## src/rtl/ddrwc_pkg.sv

```systemverilog
package ddrwc_pkg;

   // Control phases of the capture sequencer
   typedef enum logic [1:0] {
      ST_IDLE = 2'd0,   // no burst pending, bus ignored
      ST_WAIT = 2'd1,   // command seen, looking for first rising strobe
      ST_CAPT = 2'd2    // collecting elements on every strobe transition
   } cap_state_t;

   // Earliest accepted arrival (in system cycles) of the first rising edge
   function automatic int win_lo(input int osr, input int sync_depth);
      return (3 * osr + 3) / 4 + sync_depth - 1;
   endfunction

   // Latest accepted arrival of the first rising edge
   function automatic int win_hi(input int osr, input int sync_depth);
      return (5 * osr) / 4 + sync_depth - 1;
   endfunction

endpackage

```

## src/rtl/ddrwc_sampler.sv

```systemverilog
module ddrwc_sampler #(
   parameter int DATA_W     = 8,
   parameter int SYNC_DEPTH = 1
) (
   input  logic              clk,
   input  logic              rst_n,
   input  logic              dqs_in,
   input  logic [DATA_W-1:0] dq_in,
   output logic              rise,
   output logic              fall,
   output logic [DATA_W-1:0] dq_s
);

   // dqs_pipe[0] is the newest sample; the top bit is one sample older than
   // the one aligned with dq_s.
   logic [SYNC_DEPTH:0]                dqs_pipe;
   logic [SYNC_DEPTH-1:0][DATA_W-1:0]  dq_pipe;

   generate
      if (SYNC_DEPTH == 1) begin : g_single
         always_ff @(posedge clk or negedge rst_n) begin
            if (!rst_n) begin
               dqs_pipe <= '0;
               dq_pipe  <= '0;
            end else begin
               dqs_pipe <= {dqs_pipe[0], dqs_in};
               dq_pipe  <= dq_in;
            end
         end
      end else begin : g_chain
         always_ff @(posedge clk or negedge rst_n) begin
            if (!rst_n) begin
               dqs_pipe <= '0;
               dq_pipe  <= '0;
            end else begin
               dqs_pipe <= {dqs_pipe[SYNC_DEPTH-1:0], dqs_in};
               dq_pipe  <= {dq_pipe[SYNC_DEPTH-2:0], dq_in};
            end
         end
      end
   endgenerate

   assign rise = dqs_pipe[SYNC_DEPTH-1] & ~dqs_pipe[SYNC_DEPTH];
   assign fall = ~dqs_pipe[SYNC_DEPTH-1] & dqs_pipe[SYNC_DEPTH];
   assign dq_s = dq_pipe[SYNC_DEPTH-1];


   rise_gap_chk: assert property (@(posedge clk) disable iff (!rst_n)
      rise |=> !rise);


   fall_gap_chk: assert property (@(posedge clk) disable iff (!rst_n)
      fall |=> !fall);

endmodule

```

## src/rtl/ddrwc_window.sv

```systemverilog
module ddrwc_window
   import ddrwc_pkg::*;
#(
   parameter int OSR        = 8,
   parameter int SYNC_DEPTH = 1
) (
   input  logic clk,
   input  logic rst_n,
   input  logic restart,
   input  logic waiting,
   input  logic rise,
   output logic first_ok,
   output logic first_early,
   output logic expired
);

   localparam int LO = win_lo(OSR, SYNC_DEPTH);
   localparam int HI = win_hi(OSR, SYNC_DEPTH);
   localparam int CW = $clog2(HI + 1);

   logic [CW-1:0] cnt;

   // Counts system cycles since the command edge; saturates at the last
   // accepted arrival so the expiry decode is a single compare.
   always_ff @(posedge clk or negedge rst_n) begin
      if (!rst_n) begin
         cnt <= '0;
      end else if (restart) begin
         cnt <= '0;
      end else if (waiting && (cnt != CW'(HI))) begin
         cnt <= cnt + 1'b1;
      end
   end

   assign first_early = waiting & rise & (cnt <  CW'(LO));
   assign first_ok    = waiting & rise & (cnt >= CW'(LO));
   assign expired     = waiting & ~rise & (cnt == CW'(HI));


   cnt_bound_chk: assert property (@(posedge clk) disable iff (!rst_n)
      cnt <= CW'(HI));


   cnt_step_chk: assert property (@(posedge clk) disable iff (!rst_n)
      (waiting && !restart && (cnt < CW'(HI))) |=> (cnt == $past(cnt) + 1'b1));


   cnt_restart_chk: assert property (@(posedge clk) disable iff (!rst_n)
      restart |=> (cnt == '0));

endmodule

```

## src/rtl/ddrwc_assembler.sv

```systemverilog
module ddrwc_assembler #(
   parameter int DATA_W    = 8,
   parameter int BURST_LEN = 4
) (
   input  logic                          clk,
   input  logic                          rst_n,
   input  logic                          clear,
   input  logic                          wr_en,
   input  logic [DATA_W-1:0]             din,
   output logic                          last,
   output logic [BURST_LEN*DATA_W-1:0]   word_next
);

   localparam int IW = $clog2(BURST_LEN);

   logic [IW-1:0] idx;

   assign last = wr_en & (idx == IW'(BURST_LEN - 1));

   always_ff @(posedge clk or negedge rst_n) begin
      if (!rst_n) begin
         idx <= '0;
      end else if (clear) begin
         idx <= '0;
      end else if (wr_en) begin
         idx <= last ? '0 : idx + 1'b1;
      end
   end

   // One holding register per element; the element being written this
   // cycle is bypassed into word_next so the final element is included.
   generate
      for (genvar g = 0; g < BURST_LEN; g++) begin : g_slot
         logic [DATA_W-1:0] q;
         logic              hit;
         assign hit = wr_en & ~clear & (idx == IW'(g));
         always_ff @(posedge clk or negedge rst_n) begin
            if (!rst_n) begin
               q <= '0;
            end else if (hit) begin
               q <= din;
            end
         end
         assign word_next[g*DATA_W +: DATA_W] = hit ? din : q;
      end
   endgenerate


   idx_range_chk: assert property (@(posedge clk) disable iff (!rst_n)
      idx <= IW'(BURST_LEN - 1));


   idx_adv_chk: assert property (@(posedge clk) disable iff (!rst_n)
      (wr_en && !clear && !last) |=> (idx == $past(idx) + 1'b1));

endmodule

```

## src/rtl/ddr_write_capture.sv

```systemverilog
module ddr_write_capture
   import ddrwc_pkg::*;
#(
   parameter int DATA_W     = 8,
   parameter int BURST_LEN  = 4,
   parameter int OSR        = 8,
   parameter int SYNC_DEPTH = 1
) (
   input  logic                        clk,
   input  logic                        rst_n,
   input  logic                        wr_cmd,
   input  logic                        dqs_in,
   input  logic [DATA_W-1:0]           dq_in,
   output logic [BURST_LEN*DATA_W-1:0] burst_data,
   output logic                        done,
   output logic                        win_err
);

   localparam int WORD_W = BURST_LEN * DATA_W;

   // Elaboration-time parameter checks
   generate
      if (DATA_W < 1) begin : g_bad_width
         $error("DATA_W must be at least 1");
      end
      if ((BURST_LEN < 2) || (BURST_LEN % 2 != 0)) begin : g_bad_burst
         $error("BURST_LEN must be even and at least 2");
      end
      if (OSR < 8) begin : g_bad_osr
         $error("OSR must be at least 8");
      end
      if (SYNC_DEPTH < 1) begin : g_bad_sync
         $error("SYNC_DEPTH must be at least 1");
      end
   endgenerate

   cap_state_t          state_q;
   logic                rise, fall;
   logic [DATA_W-1:0]   dq_s;
   logic                first_ok, first_early, expired;
   logic                wr_en, last;
   logic [WORD_W-1:0]   word_next;
   logic                waiting, capturing;

   assign waiting   = (state_q == ST_WAIT);
   assign capturing = (state_q == ST_CAPT);

   ddrwc_sampler #(
      .DATA_W     (DATA_W),
      .SYNC_DEPTH (SYNC_DEPTH)
   ) u_sampler (
      .clk    (clk),
      .rst_n  (rst_n),
      .dqs_in (dqs_in),
      .dq_in  (dq_in),
      .rise   (rise),
      .fall   (fall),
      .dq_s   (dq_s)
   );

   ddrwc_window #(
      .OSR        (OSR),
      .SYNC_DEPTH (SYNC_DEPTH)
   ) u_window (
      .clk         (clk),
      .rst_n       (rst_n),
      .restart     (wr_cmd),
      .waiting     (waiting),
      .rise        (rise),
      .first_ok    (first_ok),
      .first_early (first_early),
      .expired     (expired)
   );

   assign wr_en = ~wr_cmd & ((waiting & first_ok) | (capturing & (rise | fall)));

   ddrwc_assembler #(
      .DATA_W    (DATA_W),
      .BURST_LEN (BURST_LEN)
   ) u_asm (
      .clk       (clk),
      .rst_n     (rst_n),
      .clear     (wr_cmd),
      .wr_en     (wr_en),
      .din       (dq_s),
      .last      (last),
      .word_next (word_next)
   );

   always_ff @(posedge clk or negedge rst_n) begin
      if (!rst_n) begin
         state_q    <= ST_IDLE;
         burst_data <= '0;
         done       <= 1'b0;
         win_err    <= 1'b0;
      end else begin
         done    <= 1'b0;
         win_err <= 1'b0;
         unique case (state_q)
            ST_IDLE: begin
               if (wr_cmd) state_q <= ST_WAIT;
            end
            ST_WAIT: begin
               if (wr_cmd) begin
                  state_q <= ST_WAIT;
               end else if (first_ok) begin
                  state_q <= ST_CAPT;
               end else if (first_early || expired) begin
                  win_err <= 1'b1;
                  state_q <= ST_IDLE;
               end
            end
            ST_CAPT: begin
               if (wr_cmd) begin
                  state_q <= ST_WAIT;
               end else if (last) begin
                  burst_data <= word_next;
                  done       <= 1'b1;
                  state_q    <= ST_IDLE;
               end
            end
            default: state_q <= ST_IDLE;
         endcase
      end
   end


   done_pulse_chk: assert property (@(posedge clk) disable iff (!rst_n)
      done |=> !done);


   done_err_excl_chk: assert property (@(posedge clk) disable iff (!rst_n)
      !(done && win_err));


   data_hold_chk: assert property (@(posedge clk) disable iff (!rst_n)
      !done |-> $stable(burst_data));


   err_idle_chk: assert property (@(posedge clk) disable iff (!rst_n)
      win_err |-> (state_q == ST_IDLE));


   idle_quiet_chk: assert property (@(posedge clk) disable iff (!rst_n)
      (state_q == ST_IDLE && !wr_cmd) |=> (!done && !win_err && state_q == ST_IDLE));


   restart_chk: assert property (@(posedge clk) disable iff (!rst_n)
      (capturing && wr_cmd) |=> (waiting && !done));

endmodule

```

## config.mk

```make
export PLATFORM = sky130hd
export DESIGN_NAME = ddr_write_capture
export DESIGN_NICKNAME = d
export VERILOG_FILES = /design/src/rtl/ddrwc_pkg.sv /design/src/rtl/ddrwc_sampler.sv /design/src/rtl/ddrwc_window.sv /design/src/rtl/ddrwc_assembler.sv /design/src/rtl/ddr_write_capture.sv
export SDC_FILE = /design/constraint.sdc
export NUM_CORES = 1
export LEC_CHECK = 0
export ABC_AREA = 0
export BUFFER_PORTS_ARGS = -buffer_cell sky130_fd_sc_hd__buf_2
export CAP_MARGIN = 15
export CORE_ASPECT_RATIO = 0.75
export CORE_MARGIN = 2
export CORE_UTILIZATION = 57
export DETAILED_ROUTE_END_ITERATION = 8
export HOLD_SLACK_MARGIN = 0.15
export PLACE_DENSITY = 0.91
export SYNTH_ARGS = -nofsm -noshare
export SYNTH_HDL_FRONTEND = slang
export SYNTH_SLANG_ARGS = --single-unit
```

## constraint.sdc

```tcl
create_clock -name clk -period 3.4 [get_ports clk]
set_input_delay 0.17 -clock clk [delete_from_list [all_inputs] [get_ports clk]]
set_output_delay 0.17 -clock clk [all_outputs]
set_load 0.02 [all_outputs]
```

* Word level (Yosys, flattened, before mapping)
Cells that the tools add are included.
Storage, ports and cells: input port bits 12, output and inout bits 34, register bits after elaboration 84, word-level logic and storage cells 79
Operators by class: reduce and logical (&&, ||, !) cells 8, mux-type cells 23, add/subtract/negate cells 2, order comparisons 2, bitwise operators 22, equal/unequal tests 10
Operator list (count):
- 8-bit two-way mux | 4
- 2-bit two-way mux | 9
- 1-bit bitwise AND | 16
- 4-bit two-way mux | 2
- 4-bit inequality test (second input constant) | 2
- 1-bit two-way mux | 7
- 2-bit equality test (second input constant) | 3
- 2-bit case mux with 3 select lines | 1
- 3-bit AND reduction | 2
- 4-bit by 1-bit adder with 4-bit output (second input constant) | 1
- 2-bit by 1-bit equality test with 1-bit output (second input constant) | 2
- 4-bit equality test (second input constant) | 1
- 4-bit by 3-bit >= comparator with 1-bit output (second input constant) | 1
- 2-bit logical NOT | 2
- 4-bit by 3-bit less-than comparator with 1-bit output (second input constant) | 1
- 1-bit inverter | 4
- 2-bit nonzero test | 2
- 3-bit by 2-bit inequality test with 1-bit output (second input constant) | 1
- 2-bit by 1-bit adder with 2-bit output (second input constant) | 1
- 2-bit inequality test (second input constant) | 1
- 1-bit OR | 2
- 1-bit logical AND | 1
- 1-bit logical OR | 1

* Depth between registers and ports, before layout
Gate-level depths: netlist of run 1.
word-level depth 11, gate-level depth with buffers 7, gate-level depth less buffers 6

* Hierarchy
Synthesis of run 1 repeated with hierarchy kept, for this count alone.
Unflattened totals: cells, all modules 207, area total of the unflattened synthesis 3469.6 sq um
By module, submodules not included:
- ddr_write_capture | times used 1, seq. area each 900.9 sq um, area each 1521.5 sq um, cells each 85
- ddrwc_assembler | times used 1, seq. area each 850.8 sq um, area each 1403.8 sq um, cells each 83
- ddrwc_window | times used 1, seq. area each 100.1 sq um, area each 279.0 sq um, cells each 27
- ddrwc_sampler | times used 1, seq. area each 250.2 sq um, area each 265.3 sq um, cells each 12

* Worst setup path before layout of run 1
No wires, ideal clock.
path kind register to register, from reg u_sampler.dqs_pipe[0], to reg u_asm.g_slot[1].q[7], stages on the path, launching flop included 6, slack 1.552 ns, library setup time 0.128 ns, clock period less this slack 1.848 ns, buffers on the path 0, required time 3.272 ns, arrival time 1.720 ns, cells stage by stage dfrtp_1 ha_1 or3b_1 o211ai_4 nand3b_4 mux2_1
Between the ends: cells in the longest elaborated chain, start to end 9, elaborated cells between the ends (all ways) 13, those cells by class mux (1); bitwise (12)
Ends and longest elaborated chain:
- start: declaration | RTL line ddrwc_sampler.sv:16 | logic [SYNC_DEPTH:0] dqs_pipe;
- start signal: assignment | RTL line ddrwc_sampler.sv:26 | dqs_pipe <= {dqs_pipe[0], dqs_in};
- 1-bit bitwise AND / 1-bit inverter (equally long branches) | RTL line ddrwc_sampler.sv:43, ddrwc_sampler.sv:44
- 1-bit bitwise AND (on tied branches) | RTL line ddrwc_window.sv:36, ddrwc_sampler.sv:44
- 1-bit bitwise AND / 1-bit OR (equally long branches) | RTL line ddrwc_window.sv:36, ddr_write_capture.sv:75
- 1-bit bitwise AND | RTL line ddr_write_capture.sv:75 | assign wr_en = ~wr_cmd & ((waiting & first_ok) | (capturing & (rise | fall)));
- 1-bit OR * | RTL line ddr_write_capture.sv:75
- 1-bit bitwise AND * | RTL line ddr_write_capture.sv:75
- 1-bit bitwise AND * (2 in series) | RTL line ddrwc_assembler.sv:36 | assign hit = wr_en & ~clear & (idx == IW'(g));
- 8-bit two-way mux *
- via u_asm.word_next[15] | RTL line ddrwc_assembler.sv:11 | output logic [BURST_LEN*DATA_W-1:0] word_next
- end signal: assignment | RTL line ddrwc_assembler.sv:41 | q <= din;
- end: declaration | RTL line ddrwc_assembler.sv:34 | logic [DATA_W-1:0] q;
The timed path passes the listed nets; every way through them passes the cells marked *. A chain may end at the register's enable or synchronous reset.

* Final worst setup path of run 1
from reg u_window.cnt[0], to reg u_asm.g_slot[1].q[3]
Between the ends: cells in the longest elaborated chain, start to end 8
Ends and longest elaborated chain:
- start: declaration | RTL line ddrwc_window.sv:21 | logic [CW-1:0] cnt;
- start signal: assignment | RTL line ddrwc_window.sv:31 | cnt <= cnt + 1'b1;
- 4-bit by 3-bit >= comparator with 1-bit output | RTL line ddrwc_window.sv:36 | assign first_ok = waiting & rise & (cnt >= CW'(LO));
- 1-bit bitwise AND | RTL line ddrwc_window.sv:36
- 1-bit bitwise AND | RTL line ddr_write_capture.sv:75
- 1-bit OR | RTL line ddr_write_capture.sv:75
- 1-bit bitwise AND | RTL line ddr_write_capture.sv:75
- 1-bit bitwise AND (2 in series) | RTL line ddrwc_assembler.sv:36
- 8-bit two-way mux
- via u_asm.word_next[11] | RTL line ddrwc_assembler.sv:11
The timed path passes the listed nets, and every way through them passes these cells.

==> results.md, run 1 <==
* Status: finished, final reports clean
* Worst hold-check path type: register to register
* Largest area contributor in the netlist: dfrtp_1
* Logic pwr share at 5.9%
* Filler cells at 399
* Clk_skew at 6.14 ps
* Io pins at 46
* Die Area at 6160 um^2
* Sw power at 0.403 mW
* Clk buf depth at 2
* Hpwl dp at roughly 3700 um
* Seq/Total Area, Yosys at between 60% and 70%
* Least-Margin Pin Slew at 932 ps
* Sequential cell area at 1900 um^2
* Worst Path Buf+Inv at 1
* Maxcap violations at 0
* Commonest non-fill, non-tap cell in the layout: dfrtp_1
* Sequential share of power at 53.2%
* PortBufs at 45
* Number of synthesized flops with an enable pin at 0
* Vias at around 2000
* Final setup fails at 0
* Final period util at 61.9%
* Dpl cell area at ~3500 um^2
* Unrepaired setup endpoints after global routing: false
* Internal at 1.42 mW
* CTS root buffer: clkbuf_8
* GP Congestion at slightly below 0.8
* Post-synth ARST share at 100%
* H-tree Lvls at 3
* Post-route DRC at 0
* Achievable Freq at 475 MHz
* Layout cell share with drive strength beyond 1 at 31.5%
* Avg Cell Area, Syn at 13.1 um^2
* # rows at 23
* Min cycle time layout at between 2000 and 2500 ps
* Pre-CTS WS at around 1400 ps
* Worst vdd ir at 426 uV
* Die extent in y at 68.5 um
* Post-CTS Resized at 0
* Setup CP Type: register to register
* Dominant cells by area after synthesis: dfrtp_1, mux2_2, mux2i_1
* Ant diodes at 0
* Pleak at 1.99 nW
* Crit path launch type: register
* Share of the synthesized area in the top cell type at 60.2%
* Routed Antenna Nets at 0
* Crit path max fanout at 8
* Later-pin clock latency in the skew report at ~340 ps
* First-pass GRT wire length at 9950 um
* Core Region at 5350 um^2
* Final Max Tran Viols at 0
* # Post-CTS Setup Buffers at 0
* GRT Resource Usage Total at ~22%
* Initial drt markers at 97
* Cell family with most CP delay: compound AO/OA/AOI/OAI gates
* Final WL at 6120 um
* Arrival time worst endpoint at about 2300 ps
* Critical Path Sink Type: register
* Sw frac at 22.1%
* Worst reg2reg path depth at 6
* Total power at 1.83 mW
* CP required at ~3600 ps
* Pwr/cell area at 483 nW/um^2
* Worst path max stage delay at 510 ps
* CTS clock-pin slew for the worst setup and hold paths at ~70 ps
* Drt first pass iters at 4
* Power share of the clock group at approximately 41%
* Cells after Synth at around 240
* CP max stage cell: o21ai_0
* Die width at 89.9 um
* Setup TNS at 0 ps
* Ys flop type: dfrtp_1
* Max_slew headroom at a little under two fifths
* Cell Area, Synth at 3160 um^2
* Mean routed wirelength per cell at 16.1 um
* # clock sinks at 76
* Grt total ovfl at 0
* Worst hold slack at 410 ps
* Setup ws final at 1290 ps
* Finished Cell Area at 3780 um^2
* Worst path cell trace: inv_1, ha_1, o21ai_0, o211ai_4, nand3b_4, mux2_2
* Most frequent cells in the layout: dfrtp_1, buf_2, nor2_1
* Worst hold path depth at 0
* Synth Net Count at 260
* Initial antenna violation count at 0
* Multi-input logic area at 1190 um^2
* Endpoints failing hold at 0
* Fin nets at 319
* Synth Warn # at 0
* Vias in the first global route at between 2000 and 2500
* Largest net degree at the start of global routing at 77
* #FFs+latches synth at 76
* Netlist cell types at 27
* Critical path depth at 6
* Area growth syn-to-layout at 19.9%
* CTS tree: built
* Initial Util at 59.0%
* Vias/cell at approximately 5.3
* Inserted Clock Buffers at 9
-- cell type report --
type | instances | area share, %
Sequential cell | 76 | 50.3
Multi-Input combinational cell | 148 | 31.5
Timing Repair Buffer | 58 | 9.33
Clock buffer | 12 | 3.84
Tap cell | 75 | 2.48
Clock inverter | 4 | 1.92
Inverter | 7 | 0.694
-- kinds of logic after synthesis --
group / share of synthesized area [%]
AOI/OAI and AO/OA: 5.79
xor gates and xnor gates: 0.832
adders and majority gates: 2.77
buffers and inverters: 2.22
DFF: 60.2
muxes: 19.7
and+or+nand+nor: 8.48
-- worst paths after layout --
kind / startpoint / end / slack (ps)
max in group asynchronous: rst_n / u_window.cnt[0] / 2290
worst min-delay path: u_sampler.dqs_pipe[0] / u_sampler.dqs_pipe[1] / 410
min in group asynchronous: rst_n / u_window.cnt[1] / 500
worst max register to register: u_window.cnt[0] / u_asm.g_slot[1].q[3] / 1290
worst max-delay path: u_window.cnt[0] / u_asm.g_slot[1].q[3] / 1290
worst min register to register: u_sampler.dqs_pipe[0] / u_sampler.dqs_pipe[1] / 410
-- per-layer routing --
| metal | vias to the layer above | track usage [%] | share of wire [%] |
|---|---|---|---|
| li1 | 957 | - | - |
| met1 | 1003 | 25.8 | 44 |
| met2 | 59 | 38.4 | 50 |
| met3 | 8 | 7.27 | 5.0 |
| met4 | 0 | 7.88 | 1.1 |
| met5 | - | 0 | 0 |
-- what timing repair did --
item,4_1_cts,5_1_grt
endpoints found under the setup margin,0,0
hold buffers,11,0
endpoints found under the hold margin,92,0
-- metrics by stage --
step                      instances  utilization [%]
after floorplan                 241                -
after global placement          353             64.6
after detailed placement        353             64.6
after CTS                       380             70.7
after global routing            380             70.7
final                           380             70.7
-- cell usage after synthesis (all sizes together) (2+ instances only) --
library cell / instances
dfrtp: 76
nor2: 33
mux2: 32
a21oi: 26
mux2i: 26
ha: 7
inv: 7
buf: 5
clkbuf: 5
nand3b: 5
a31oi: 3
nand2b: 2
xnor2: 2
-- power by group through the flow --
stage          Clock [mW]  Combinational, mW  Sequential, mW
5_1_grt             0.807              0.119           0.976
6_report            0.748              0.108           0.971
3_3_place_gp            0             0.0917           0.985
2_1_floorplan           0             0.0526           0.983
4_1_cts             0.762              0.108           0.970
3_5_place_dp            0             0.0971           0.987
-- state kept, by name, summed over array words and instances, names as in the netlist, 2 cells and up --
| name | cells |
|---|---|
| u_asm.g_slot.q | 24 |
| u_sampler.dq_s | 8 |
| state_q | 2 |
| u_asm.idx | 2 |
| u_sampler.dqs_pipe | 2 |
| u_window.cnt | 4 |
| burst_data | 32 |
(Power assumes the default switching activity.)
==> inputs of run 2 (changes only) <==
- CORE_UTILIZATION: 57 -> 56
- PLACE_DENSITY: 0.91 -> 0.89
- clock period: 3.4 -> 2 ns (I/O delays scaled with it)
==> run 2 against run 1 <==
First-iteration DRC count up 22%. Die area increased by 1.7%. Setup slack got worse by 1200 ps. Worst hold slack worse by 170 ps. Global-route usage down 0.26 points. Combinational power rose by 87%. Design area up 2.0%. Routed wire length increased by 3.2%. Clock skew up 1.4 ps. Total power grew 63%. Largest cell class unchanged.
==> results.md, run 2 (synthesis gave the netlist of run 1 again) <==
* Die extent in y at 69.0 um (+0.83%)
* Area growth syn-to-layout at 22.2%
* Layout cell share with drive strength beyond 1 at 34.7% (+3.2 points)
* Initial antenna violation count at 0 (unchanged)
* Arrival time worst endpoint at 2150 ps (-180 ps)
* Ant diodes at 0 (unchanged)
* Largest net degree at the start of global routing at 40 (-48%)
* Finished Cell Area at 3860 um^2 (+2.0%)
* Min cycle time layout at 1910 ps (-192 ps)
* CTS tree: built
* Crit path launch type: register
* PortBufs at 45 (unchanged)
* Die width at 90.7 um (+0.85%)
* GR peak layer: met2
* Worst hold slack at 245 ps (-165 ps)
* Crit path max fanout at 8 (unchanged)
* Least-Margin Pin Slew at 490 ps (-442 ps)
* Setup TNS at 0 ps (unchanged)
* Core Region at 5380 um^2 (+0.54%)
* Hpwl dp at 4160 um (+14%)
* First-pass GRT wire length at 10300 um (+3.4%)
* Met2 usage at 34.7% (-3.8 points)
* Critical Path Sink Type: register
* Finished Core Util at 71.7% (+0.99 points)
* Vias in the first global route at 2157 (+4.4%)
* Clk_skew at 7.56 ps (+1.42 ps)
* Fin nets at 329 (+3.1%)
* Inserted Clock Buffers at 9 (unchanged)
* Placed insts at 361 (+2.3%)
* Setup ws final at 85.8 ps (-1210 ps)
* Top reg by flops: burst_data
* Pwr/cell area at 772 nW/um^2 (+60%)
* CTS clock-pin slew for the worst setup and hold paths at 70 ps (about the same)
* CTS root buffer: clkbuf_8
* GRT Resource Usage Total at 21.5% (-0.26 points)
* Total power at 2.98 mW (+63%)
* Commonest non-fill, non-tap cell in the layout: dfrtp_1
* CP required at 2230 ps (-1400 ps)
* # clock sinks at 76 (unchanged)
* Final period util at 95.7% (+34 points)
* Setup CP Type: register to register
* Later-pin clock latency in the skew report at 360 ps (+20 ps)
* Initial Util at 58.7% (-0.32 points)
* Io pins at 46 (unchanged)
* Die Area at 6260 um^2 (+1.7%)
* Pleak at 2.04 nW (+2.3%)
* Worst hold-check path type: input pin to async pin
* Worst vdd ir at 504 uV (+18%)
* Dpl cell area at 3530 um^2 (+2.1%)
* Final Instance Count excl. Fillers at 389 (+2.4%)
* Status: finished, final reports clean
* Number of flip-flops in the largest register at 32 (unchanged)
* GR Util met3 at 9.73% (+2.5 points)
* Most frequent cells in the layout: dfrtp_1, buf_2, nor2_1
* GP Congestion at 0.756 (-2.0%)
* Grt total ovfl at 0 (unchanged)
* Max_slew headroom at 67.4% (+29 points)
* Final setup fails at 0 (unchanged)
* Post-route DRC at 0 (unchanged)
* Mean routed wirelength per cell at 16.2 um (+0.80%)
* Achievable Freq at 522 MHz (+10%)
* Pre-CTS WS at 2.48 ps (-1360 ps)
* Unrepaired setup endpoints after global routing: false
* Initial drt markers at 118 (+22%)
* Met1 GRT Util at 26.6% (+0.75 points)
* Vias at 2123 (+4.7%)
* H-tree Lvls at 3 (unchanged)
* Final Max Tran Viols at 0 (unchanged)
* Endpoints failing hold at 0 (unchanged)
* Drt first pass iters at 4 (unchanged)
* Vias/cell at 5.46 (+2.3%)
* Clk buf depth at 2 (unchanged)
* Maxcap violations at 0 (unchanged)
* Final WL at 6310 um (+3.2%)
* Routed Antenna Nets at 0 (unchanged)
* # rows at 23 (unchanged)
==> run 2: routing by layer <==
metal | up-vias | share of wire (%) | wire length (um)
met5 | - | 0 | 0
met4 | 0 | 1.7 | 109
met3 | 15 | 5.3 | 333
met2 | 62 | 49 | 3070
met1 | 1069 | 44 | 2800
li1 | 977 | - | -
==> run 2: area by class of cell <==
cell class / count / area [um^2]
clock buffers: 9 / 124
clock inverters: 6 / 65.1
fillers: 375 / 1520
inverters: 7 / 26.3
multi-input cells: 148 / 1210
flip-flops and latches: 76 / 1900
well taps: 75 / 93.8
repair buffers: 68 / 440
==> run 2: report_power, final <==
part / total, mW / internal (mW) / switching [mW]
logic: 0.202 / 0.0999 / 0.102
clock network: 1.12 / 0.570 / 0.554
registers: 1.65 / 1.60 / 0.0546
total: 2.98 / 2.27 / 0.711
==> run 2: worst max-delay path: stages, from the launching register on <==
cell and delay (ps):
dfrtp_1 410, ha_4 260, or3b_4 390, o211ai_4 170, nand3b_4 210, mux2_1 360
==> run 2: timing repair <==
action                                 CTS  global route
hold buffers                            11             0
setup endpoints to repair                1            21
pin swaps                                2             2
resized for setup                        0             2
endpoints found under the hold margin   93             0
setup buffers                            0             2
==> run 2: final timing paths <==
path                                       start                     to  slack, ps  cells after the start
max reg2reg                u_sampler.dqs_pipe[0]   u_asm.g_slot[1].q[7]         90                      5
max in group asynchronous                  rst_n   u_asm.g_slot[1].q[7]       1190                      3
max                        u_sampler.dqs_pipe[0]   u_asm.g_slot[1].q[7]         90                      5
min in group clk                        dq_in[1]      u_sampler.dq_s[1]        380                      2
min reg2reg                u_sampler.dqs_pipe[0]  u_sampler.dqs_pipe[1]        450                      0
min                                        rst_n      u_sampler.dq_s[6]        250                      2
==> inputs of run 3 (changes only) <==
- CORE_UTILIZATION: 56 -> 50
- PLACE_DENSITY: 0.89 -> 0.74
- clock period: 2 -> 1.6 ns (I/O delays scaled with it)
==> run 3 against run 2 <==
The run now ends with setup timing left. Setup slack lost 280 ps. First-iteration DRC count up 19%. Routed wire length barely moved. Combinational power up 36%. Critical path depth grew 1. Largest cell class unchanged.
==> results.md, run 3 (synthesis gave the netlist of run 1 again) <==
* Status: finished with violations
* Failing checks: setup timing
* Die extent in y at 72.8 um (+5.5%)
* GRT Resource Usage Total at 19.3% (-2.3 points)
* Die width at 95.8 um (+5.6%)
* CP max stage cell: or3b_4
* CTS root buffer: clkbuf_8
* Ant diodes at 0 (unchanged)
* Vias/cell at 5.04 (-7.6%)
* Most frequent cells in the layout: dfrtp_1, buf_2, nor2_1
* # rows at 25 (+8.7%)
* Maxcap violations at 0 (unchanged)
* CTS tree: built
* Final WL at 6320 um (about the same)
* Initial Util at 51.0% (-7.7 points)
* Initial drt markers at 141 (+19%)
* Endpoints failing hold at 0 (unchanged)
* Drt first pass iters at 4 (unchanged)
* PortBufs at 45 (unchanged)
* Worst hold-check path type: input pin to async pin
* Clk buf depth at 2 (unchanged)
* Top reg by flops: burst_data
* Vias at 2093 (-1.4%)
* Least-Margin Pin Slew at 337 ps (-152 ps)
* Commonest non-fill, non-tap cell in the layout: dfrtp_1
* Finished Core Util at 67.4% (-4.2 points)
* Sequential cell area at 1900 um^2 (unchanged)
* Worst hold slack at 159 ps (-86.0 ps)
* # clock sinks at 76 (unchanged)
* Pwr/cell area at 923 nW/um^2 (+20%)
* Dpl cell area at 3670 um^2 (+4.0%)
* Grt total ovfl at 0 (unchanged)
* Final Max Tran Viols at 0 (unchanged)
* Pre-CTS WS at -238 ps (-240 ps)
* Fin nets at 348 (+5.8%)
* Largest net degree at the start of global routing at 35 (-13%)
* First-pass GRT wire length at 9810 um (-4.6%)
* Hpwl dp at 4140 um (-0.40%)
* Io pins at 46 (unchanged)
* Initial antenna violation count at 0 (unchanged)
* Number of flip-flops in the largest register at 32 (unchanged)
* H-tree Lvls at 3 (unchanged)
* Vias in the first global route at 2061 (-4.5%)
* Arrival time worst endpoint at 2040 ps (-110 ps)
* Routed Antenna Nets at 0 (unchanged)
* Total power at 3.86 mW (+30%)
* Post-route DRC at 0 (unchanged)
* Worst path max stage delay at 380 ps (-30 ps)
* Critical Path Sink Type: register
* Layout cell share with drive strength beyond 1 at 40.1% (+5.4 points)
* Placed insts at 380 (+5.3%)
* Final period util at 112% (+16 points)
* Area growth syn-to-layout at 32.3%
* Filler cells at 461 (+23%)
* Later-pin clock latency in the skew report at 360 ps (about the same)
* Mean routed wirelength per cell at 15.2 um (-6.2%)
* Pleak at 2.19 nW (+7.4%)
* CP required at 1850 ps (-380 ps)
* Setup TNS at -8330 ps (-8330 ps)
* Multi-input logic area at 1260 um^2 (+4.5%)
* Max_slew headroom at 77.4% (+10 points)
* Final Instance Count excl. Fillers at 415 (+6.7%)
* Setup CP Type: register to register
* Unrepaired setup endpoints after global routing: true
* Crit path max fanout at 8 (unchanged)
* Clk_skew at 8.49 ps (+0.924 ps)
* Die Area at 6970 um^2 (+11%)
* Setup ws final at -193 ps (-279 ps)
* Worst path cell trace: inv_2, ha_4, or3b_4, o211ai_4, nand3b_4, mux2_4
* CTS clock-pin slew for the worst setup and hold paths at 80 ps (about the same)
* Crit path launch type: register
* Achievable Freq at 558 MHz (+6.7%)
* Worst vdd ir at 621 uV (+23%)
* GP Congestion at 0.807 (+6.8%)
* Core Region at 6190 um^2 (+15%)
* Inserted Clock Buffers at 9 (unchanged)
* Min cycle time layout at 1790 ps (-121 ps)
* Final setup fails at 58 (+58)
* Finished Cell Area at 4180 um^2 (+8.3%)
[run 3: power by group]
part | leakage [nW] | total [mW] | internal (mW) | switching (mW)
Clock | 0.0995 | 1.52 | 0.776 | 0.748
Combinational | 1.06 | 0.275 | 0.141 | 0.135
Sequential | 1.03 | 2.06 | 1.99 | 0.0621
[run 3: worst max-delay path: cells and delay by family (launching register included)]
family	cells	cell delay [ps]
multiplexers	1	330
AND/OR/NAND/NOR	2	570
flip-flops	1	370
buffers and inverters	1	70
adder cells (fa/ha/maj)	1	200
AO/OA/AOI/OAI	1	150
[run 3: cell type report]
cell class	instances	area share [%]
inverters	7	0.629
repair buffers	87	16.2
clock inverters	6	1.71
flip-flops and latches	76	45.5
clock buffers	10	3.30
well taps	81	2.43
multi-input cells	148	30.2
[run 3: final timing paths]
path                                         end                  start  slack, ps  cells after the start
max in group asynchronous         burst_data[13]                  rst_n        850                      3
max                         u_asm.g_slot[2].q[7]  u_sampler.dqs_pipe[1]       -190                      6
min                              u_window.cnt[0]                  rst_n        160                      2
min in group clk               u_sampler.dq_s[2]               dq_in[2]        360                      2
max reg2reg                 u_asm.g_slot[2].q[7]  u_sampler.dqs_pipe[1]       -190                      6
min reg2reg                u_sampler.dqs_pipe[1]  u_sampler.dqs_pipe[0]        430                      0
[run 3: metal layers]
layer | share of wire, % | GRT usage (%) | wire length [um]
met2 | 45 | 27.5 | 2820
met3 | 3.5 | 6.71 | 223
met4 | 1.5 | 7.62 | 97
met1 | 50 | 27.2 | 3180
met5 | 0 | 0 | 0
[run 3: what timing repair did]
action / CTS / global route
gates resized for setup: 8 / 12
pin swaps: 1 / 1
cloned: 1 / 3
hold buffers: 11 / 0
endpoints found under the setup margin: 56 / 58
hold endpoints to repair: 93 / 0
buffers inserted: 3 / 1
